==> src/rtl/lcd_wr_pkg.sv <==
package lcd_wr_pkg;

  typedef struct packed {
    logic loadBus;
    logic selInit;
    logic eSet;
    logic eClr;
    logic cntLoad;
    logic cntDec;
  } lcdStrobes_t;

  function automatic int ceilDiv(input int num, input int den);
    return (num + den - 1) / den;
  endfunction

  function automatic int maxOf(input int a, input int b);
    return (a > b) ? a : b;
  endfunction

endpackage

==> src/rtl/lcd_wr_datapath.sv <==
module lcd_wr_datapath
  import lcd_wr_pkg::*;
#(
  parameter int CNT_W = 8,
  parameter logic [CNT_W-1:0] CNT_RESET = '0
) (
  input  logic             clk,
  input  logic             rst,
  input  lcdStrobes_t      stb,
  input  logic             reqIsData,
  input  logic [7:0]       reqByte,
  input  logic [7:0]       initByte,
  input  logic [CNT_W-1:0] cntLoadVal,
  output logic             cntZero,
  output logic             longCmd,
  output logic             lcdRs,
  output logic             lcdE,
  output logic [7:0]       lcdData
);

  logic [CNT_W-1:0] cnt;
  logic             selData;
  logic [7:0]       selByte;
  logic             slowCmd;

  always_comb begin
    selData = stb.selInit ? 1'b0 : reqIsData;
    selByte = stb.selInit ? initByte : reqByte;
    slowCmd = !selData && ((selByte == 8'h01) || (selByte[7:1] == 7'h01));
  end

  always_ff @(posedge clk) begin
    if (rst) begin
      lcdRs   <= 1'b0;
      lcdData <= '0;
      longCmd <= 1'b0;
    end else if (stb.loadBus) begin
      lcdRs   <= selData;
      lcdData <= selByte;
      longCmd <= slowCmd;
    end
  end

  always_ff @(posedge clk) begin
    if (rst)
      lcdE <= 1'b0;
    else if (stb.eSet)
      lcdE <= 1'b1;
    else if (stb.eClr)
      lcdE <= 1'b0;
  end

  always_ff @(posedge clk) begin
    if (rst)
      cnt <= CNT_RESET;
    else if (stb.cntLoad)
      cnt <= cntLoadVal;
    else if (stb.cntDec)
      cnt <= cnt - 1'b1;
  end

  assign cntZero = (cnt == '0);

  AST_CNT_NO_WRAP: assert property (@(posedge clk) disable iff (rst)
    stb.cntDec |-> !cntZero);

  AST_NO_LOAD_DURING_E: assert property (@(posedge clk) disable iff (rst)
    lcdE |-> !stb.loadBus);

endmodule

==> src/rtl/lcd_wr_control.sv <==
module lcd_wr_control
  import lcd_wr_pkg::*;
#(
  parameter int CNT_W = 8,
  parameter int SETUP_CYC = 1,
  parameter int HIGH_CYC = 1,
  parameter int HOLD_CYC = 1,
  parameter int EXW_SHORT = 1,
  parameter int EXW_LONG = 1,
  parameter logic [7:0] INIT_FUNC = 8'h38,
  parameter logic [7:0] INIT_DISP = 8'h0F,
  parameter logic [7:0] INIT_ENTRY = 8'h06
) (
  input  logic             clk,
  input  logic             rst,
  input  logic             reqValid,
  input  logic             cntZero,
  input  logic             longCmd,
  output lcdStrobes_t      stb,
  output logic [CNT_W-1:0] cntLoadVal,
  output logic [7:0]       initByte,
  output logic             ready
);

  typedef enum logic [2:0] {
    S_BOOT, S_IDLE, S_SETUP, S_PULSE, S_HOLD, S_EXEC
  } wrState_t;

  localparam logic [CNT_W-1:0] SETUP_LD = CNT_W'(SETUP_CYC - 1);
  localparam logic [CNT_W-1:0] HIGH_LD  = CNT_W'(HIGH_CYC - 1);
  localparam logic [CNT_W-1:0] HOLD_LD  = CNT_W'(HOLD_CYC - 1);
  localparam logic [CNT_W-1:0] SHORT_LD = CNT_W'(EXW_SHORT - 1);
  localparam logic [CNT_W-1:0] LONG_LD  = CNT_W'(EXW_LONG - 1);
  localparam logic [1:0] LAST_INIT = 2'd3;

  wrState_t   state, nextState;
  logic [1:0] initIdx, initPick;
  logic       initActive;

  always_comb begin
    initPick = (state == S_BOOT) ? 2'd0 : initIdx + 2'd1;
    case (initPick)
      2'd0:    initByte = INIT_FUNC;
      2'd1:    initByte = INIT_DISP;
      2'd2:    initByte = 8'h01;
      default: initByte = INIT_ENTRY;
    endcase
  end

  always_comb begin
    stb        = '0;
    nextState  = state;
    cntLoadVal = '0;
    case (state)
      S_BOOT: begin
        if (cntZero) begin
          stb.loadBus = 1'b1;
          stb.selInit = 1'b1;
          stb.cntLoad = 1'b1;
          cntLoadVal  = SETUP_LD;
          nextState   = S_SETUP;
        end else begin
          stb.cntDec = 1'b1;
        end
      end
      S_IDLE: begin
        if (reqValid) begin
          stb.loadBus = 1'b1;
          stb.cntLoad = 1'b1;
          cntLoadVal  = SETUP_LD;
          nextState   = S_SETUP;
        end
      end
      S_SETUP: begin
        if (cntZero) begin
          stb.eSet    = 1'b1;
          stb.cntLoad = 1'b1;
          cntLoadVal  = HIGH_LD;
          nextState   = S_PULSE;
        end else begin
          stb.cntDec = 1'b1;
        end
      end
      S_PULSE: begin
        if (cntZero) begin
          stb.eClr    = 1'b1;
          stb.cntLoad = 1'b1;
          cntLoadVal  = HOLD_LD;
          nextState   = S_HOLD;
        end else begin
          stb.cntDec = 1'b1;
        end
      end
      S_HOLD: begin
        if (cntZero) begin
          stb.cntLoad = 1'b1;
          cntLoadVal  = longCmd ? LONG_LD : SHORT_LD;
          nextState   = S_EXEC;
        end else begin
          stb.cntDec = 1'b1;
        end
      end
      S_EXEC: begin
        if (cntZero) begin
          if (initActive && (initIdx != LAST_INIT)) begin
            stb.loadBus = 1'b1;
            stb.selInit = 1'b1;
            stb.cntLoad = 1'b1;
            cntLoadVal  = SETUP_LD;
            nextState   = S_SETUP;
          end else begin
            nextState = S_IDLE;
          end
        end else begin
          stb.cntDec = 1'b1;
        end
      end
      default: nextState = S_IDLE;
    endcase
  end

  always_ff @(posedge clk) begin
    if (rst) begin
      state      <= S_BOOT;
      initIdx    <= 2'd0;
      initActive <= 1'b1;
    end else begin
      state <= nextState;
      if (stb.loadBus && stb.selInit)
        initIdx <= initPick;
      if ((state == S_EXEC) && cntZero && (initIdx == LAST_INIT))
        initActive <= 1'b0;
    end
  end

  assign ready = (state == S_IDLE);

  AST_READY_DROPS_ON_ACCEPT: assert property (@(posedge clk) disable iff (rst)
    (ready && reqValid) |=> !ready);

  AST_INIT_BEFORE_READY: assert property (@(posedge clk) disable iff (rst)
    ready |-> !initActive);

endmodule

==> src/rtl/lcd_write_ctrl.sv <==
module lcd_write_ctrl
  import lcd_wr_pkg::*;
#(
  parameter bit LOW_VOLT = 1'b0,
  parameter int CLK_NS = 20,
  parameter int OSC_NS = 4000,
  parameter int SHORT_EXEC_OSC = 3,
  parameter int LONG_EXEC_OSC = 165,
  parameter int STARTUP_CYC = 750000,
  parameter logic [7:0] INIT_FUNC = 8'h38,
  parameter logic [7:0] INIT_DISP = 8'h0F,
  parameter logic [7:0] INIT_ENTRY = 8'h06
) (
  input  logic       clk,
  input  logic       rst,
  input  logic       reqValid,
  input  logic       reqIsData,
  input  logic [7:0] reqByte,
  output logic       ready,
  output logic       lcdRs,
  output logic       lcdRw,
  output logic       lcdE,
  output logic [7:0] lcdData
);

  localparam int T_AS  = LOW_VOLT ? 60 : 40;
  localparam int T_AH  = LOW_VOLT ? 20 : 10;
  localparam int T_PW  = LOW_VOLT ? 450 : 230;
  localparam int T_DS  = LOW_VOLT ? 195 : 80;
  localparam int T_DH  = 10;
  localparam int T_CYC = LOW_VOLT ? 1000 : 500;

  localparam int SETUP_CYC = ceilDiv(T_AS, CLK_NS);
  localparam int HIGH_CYC  = ceilDiv(maxOf(T_PW, T_DS), CLK_NS);
  localparam int HOLD_CYC  = ceilDiv(maxOf(T_AH, T_DH), CLK_NS);
  localparam int FLOOR_EXW = maxOf(1, ceilDiv(T_CYC, CLK_NS) - SETUP_CYC - HIGH_CYC - HOLD_CYC);
  localparam int EXW_SHORT = maxOf(ceilDiv(SHORT_EXEC_OSC * OSC_NS, CLK_NS), FLOOR_EXW);
  localparam int EXW_LONG  = maxOf(ceilDiv(LONG_EXEC_OSC * OSC_NS, CLK_NS), FLOOR_EXW);
  localparam int CNT_W     = $clog2(maxOf(maxOf(STARTUP_CYC, EXW_LONG), HIGH_CYC) + 1);
  localparam logic [CNT_W-1:0] BOOT_LD = CNT_W'(maxOf(STARTUP_CYC, 1) - 1);

  lcdStrobes_t      stb;
  logic [CNT_W-1:0] cntLoadVal;
  logic [7:0]       initByte;
  logic             cntZero;
  logic             longCmd;

  lcd_wr_control #(
    .CNT_W(CNT_W), .SETUP_CYC(SETUP_CYC), .HIGH_CYC(HIGH_CYC), .HOLD_CYC(HOLD_CYC),
    .EXW_SHORT(EXW_SHORT), .EXW_LONG(EXW_LONG),
    .INIT_FUNC(INIT_FUNC), .INIT_DISP(INIT_DISP), .INIT_ENTRY(INIT_ENTRY)
  ) i_control (
    .clk(clk), .rst(rst), .reqValid(reqValid), .cntZero(cntZero), .longCmd(longCmd),
    .stb(stb), .cntLoadVal(cntLoadVal), .initByte(initByte), .ready(ready)
  );

  lcd_wr_datapath #(
    .CNT_W(CNT_W), .CNT_RESET(BOOT_LD)
  ) i_datapath (
    .clk(clk), .rst(rst), .stb(stb), .reqIsData(reqIsData), .reqByte(reqByte),
    .initByte(initByte), .cntLoadVal(cntLoadVal), .cntZero(cntZero), .longCmd(longCmd),
    .lcdRs(lcdRs), .lcdE(lcdE), .lcdData(lcdData)
  );

  assign lcdRw = 1'b0;

  AST_SETUP_BEFORE_RISE: assert property (@(posedge clk) disable iff (rst)
    $rose(lcdE) |-> ($stable(lcdRs) && $stable(lcdData)));

  AST_BUS_STABLE_HIGH: assert property (@(posedge clk) disable iff (rst)
    ($past(lcdE) && lcdE) |-> ($stable(lcdRs) && $stable(lcdData)));

  AST_HOLD_AFTER_FALL: assert property (@(posedge clk) disable iff (rst)
    $fell(lcdE) |-> ($stable(lcdRs) && $stable(lcdData)));

  AST_READY_E_LOW: assert property (@(posedge clk) disable iff (rst)
    ready |-> !lcdE);

endmodule

==> config.mk <==
export PLATFORM = sky130hd
export DESIGN_NAME = lcd_write_ctrl
export DESIGN_NICKNAME = d
export VERILOG_FILES = /design/src/rtl/lcd_wr_pkg.sv /design/src/rtl/lcd_wr_datapath.sv /design/src/rtl/lcd_wr_control.sv /design/src/rtl/lcd_write_ctrl.sv
export SDC_FILE = /design/constraint.sdc
export NUM_CORES = 1
export LEC_CHECK = 0
export ABC_AREA = 1
export BUFFER_PORTS_ARGS = -buffer_cell sky130_fd_sc_hd__buf_4
export CORE_UTILIZATION = 43
export DETAILED_ROUTE_END_ITERATION = 8
export SLEW_MARGIN = 20
export SYNTH_ARGS = -nofsm -noshare
export SYNTH_HDL_FRONTEND = slang
export SYNTH_SLANG_ARGS = --single-unit
==> constraint.sdc <==
create_clock -name clk -period 2.02 [get_ports clk]
set_clock_uncertainty 0.05 [all_clocks]
set_input_delay 0.404 -clock clk [delete_from_list [all_inputs] [get_ports clk]]
set_output_delay 0.404 -clock clk [all_outputs]
set_load 0.005 [all_outputs]
==> flow_summary.toml <==
[drt]
drt-total-wl_mm = 5.73
drt_iter0_drc = 153
route.detailed.drc = 0
routed_via_density = 5.18
drt-pass1-iter-count = 4
final_antenna_net_count = 0
detail_route.wl_per_cell_um = 13.2
vias = 2258

[run]
cap_violations = 0

[floorplan]
initial_core_util = 0.452
core-area_um2 = 5140
die_area_um2 = 5700
placementRows = 26
io_pins = 24
die_x_um = 75.5
dieHeight_um = 75.5

[logic_synthesis]
synthArstFlopShare = 0
syn_inst = 333
syn_nets = 350
syn_area_per_cell_um2 = 6.98
synth_warnings = 0
synth-seq-cells = 37
synth_ff_type = "dfxtp_1"
synth-seq-area-share = 0.319
synth_edf_count = 0
ys_types = 43
syn_area_um2 = 2320

[grt]
grt_antenna_before_repair = 0
use_met2 = 0.351
grt_use_met1 = 0.283
grt_pass1_wl_mm = 9.28
busiest_layer = "met2"
grt_max_degree = 17
use_met3 = 0.0450
track_usage = 0.217
overflow = 0
grt_pass1_vias = 2049

[pwr]
power.density_nw_per_um2 = 686
power_leakage_uw = 0.00125
peakVddDrop_uv = 288

[worst_setup_path]
path_class = "flip-flop to flip-flop"
start_kind = "flip-flop"
slowest_stage = "dfxtp_1"
path_buf_inv = 2
cp_data_arrival_time_ns = 2.03
slowest_delay_ns = 0.30
path_cells = "inv_1, ha_1, nand2_4, nor2_8, nand3b_4, o21ai_2, nand2_2, nand2_4, buf_12, nand3b_1, a21oi_1"
required_ns = 2.20
worst_path_dominant_cell_family = "simple AND/OR/NAND/NOR gates"
cp_max_fo = 14
critPathCaptureType = "flip-flop"
cp_common_cell = "nand2_4"

[layout]
syn_to_final_growth_pct = 18.4
multi_input_comb_area_um2 = 1410
n_antenna_cell = 0
drive_gt1_frac = 0.227
fin_util = 0.535
final_cell_mix = "82 x nand2_1, 36 x nor2_1, 35 x buf_4"
seq_area_um2 = 747
layout_commonest_cell = "nand2_1"
stdcell_count = 436
n_fill_cell = 528
nets = 382

[timing]
setup_viol = 0
drv_slew = 0
setup_tns_ns = 0
hold_violations = 0
fin_crit_sh = 0.918
fmax_mhz = 540
min_period_ns = 1.85
rsz0062_at_grt = "false"

[clocking]
path_clk_slew_ns = 0.08
clk_latency_ns = 0.30
clkSinkCount = 37
root_buffer = "clkbuf_8"
htreeDepth = 2
cts.path.max_buffers = 2
tritoncts = "yes"
numCtsBuffers = 5

[outcome]
outcome = "finished clean"

[place]
io_buffers = 22
dp_hpwl_mm = 4.39
place_inst = 428
gp_congestion = 0.915

[worst_hold_path]
holdCritPathClass = "input port to flip-flop"
-- path summary, 6_finish.rpt --
check,from,end,slack (ns),cells past startpoint
setup reg to reg,i_datapath.cnt[0],i_datapath.cnt[11],0.17,11
hold / removal,rst,i_datapath.longCmd,0.30,2
hold reg to reg,i_control.initActive,i_control.initActive,0.40,2
setup / recovery,i_datapath.cnt[0],i_datapath.cnt[11],0.17,11
-- cell families after synthesis --
logic type,share of synthesized area
buffers and inverters,0.0770
AOI/OAI and AO/OA,0.162
DFF,0.319
and+or+nand+nor,0.383
other,0.00161
adders and majority gates,0.0269
xor gates and xnor gates,0.0302
-- cell type report --
type | instances | share of cell area
inverters | 28 | 0.0382
flip-flops and latches | 37 | 0.271
repair buffers | 36 | 0.103
multi-input cells | 257 | 0.514
clock inverters | 3 | 0.0168
clock buffers | 5 | 0.0250
well taps | 70 | 0.0318
-- routing by layer --
metal | vias to the layer above | part of all wire | routed length, um
met5 | - | 0 | 0
met4 | 0 | 0.025 | 146
met1 | 1004 | 0.47 | 2710
met3 | 16 | 0.047 | 267
met2 | 73 | 0.46 | 2610
li1 | 1165 | - | -
-- cells in the mapped netlist, types with 2 or more instances --
master | n | area share
a211oi_1 | 2 | 0.0065
nor2_2 | 7 | 0.019
nand3b_1 | 3 | 0.0097
buf_6 | 3 | 0.015
ha_1 | 5 | 0.027
xnor2_1 | 4 | 0.015
nand2_4 | 3 | 0.015
nand3_2 | 2 | 0.0086
or2_2 | 2 | 0.0054
o21ai_0 | 25 | 0.054
clkbuf_1 | 3 | 0.0048
nand4_1 | 5 | 0.013
buf_4 | 2 | 0.0065
nor3_1 | 3 | 0.0065
o31ai_1 | 2 | 0.0065
inv_1 | 23 | 0.037
o21ai_1 | 2 | 0.0043
o21ai_2 | 3 | 0.011
nor4_1 | 4 | 0.011
xor2_1 | 4 | 0.015
nor2_4 | 4 | 0.019
dfxtp_1 | 37 | 0.32
nand2_1 | 82 | 0.13
a31oi_1 | 2 | 0.0054
buf_2 | 2 | 0.0043
a21oi_1 | 17 | 0.037
inv_2 | 5 | 0.0081
nand2_2 | 3 | 0.0081
nor2_1 | 37 | 0.060
nand3_1 | 20 | 0.043
o211ai_1 | 5 | 0.016
-- state kept, by name, indices dropped and copies added (netlist names) --
name,flops
i_datapath.lcdData,8
i_control.state,3
i_control.initActive,1
i_datapath.cnt,20
i_datapath.lcdRs,1
i_datapath.longCmd,1
i_datapath.lcdE,1
i_control.initIdx,2
-- what timing repair did --
| item | in CTS | in global routing |
|---|---|---|
| setup buffers | 0 | 0 |
| setup endpoints to repair | 0 | 4 |
| gates resized for setup | 0 | 6 |
| hold buffers | 0 | 0 |
-- stage by stage --
step	total power, uW	hold slack [ns]	instance area, um^2	setup slack (ns)
after global placement	1230	0.392	2620	0.119
final	1890	0.299	2750	0.167
after detailed placement	1230	0.394	2620	0.126
after floorplan	1100	0.381	2320	0.216
after global routing	1980	0.299	2750	0.00812
after CTS	1900	0.289	2740	0.103
-- where the power goes --
part           switching [uW]  internal [uW]
Sequential               59.7            783
Combinational             221            161
Clock                     292            370
Total                     573           1310
(Power assumes the default switching activity.)
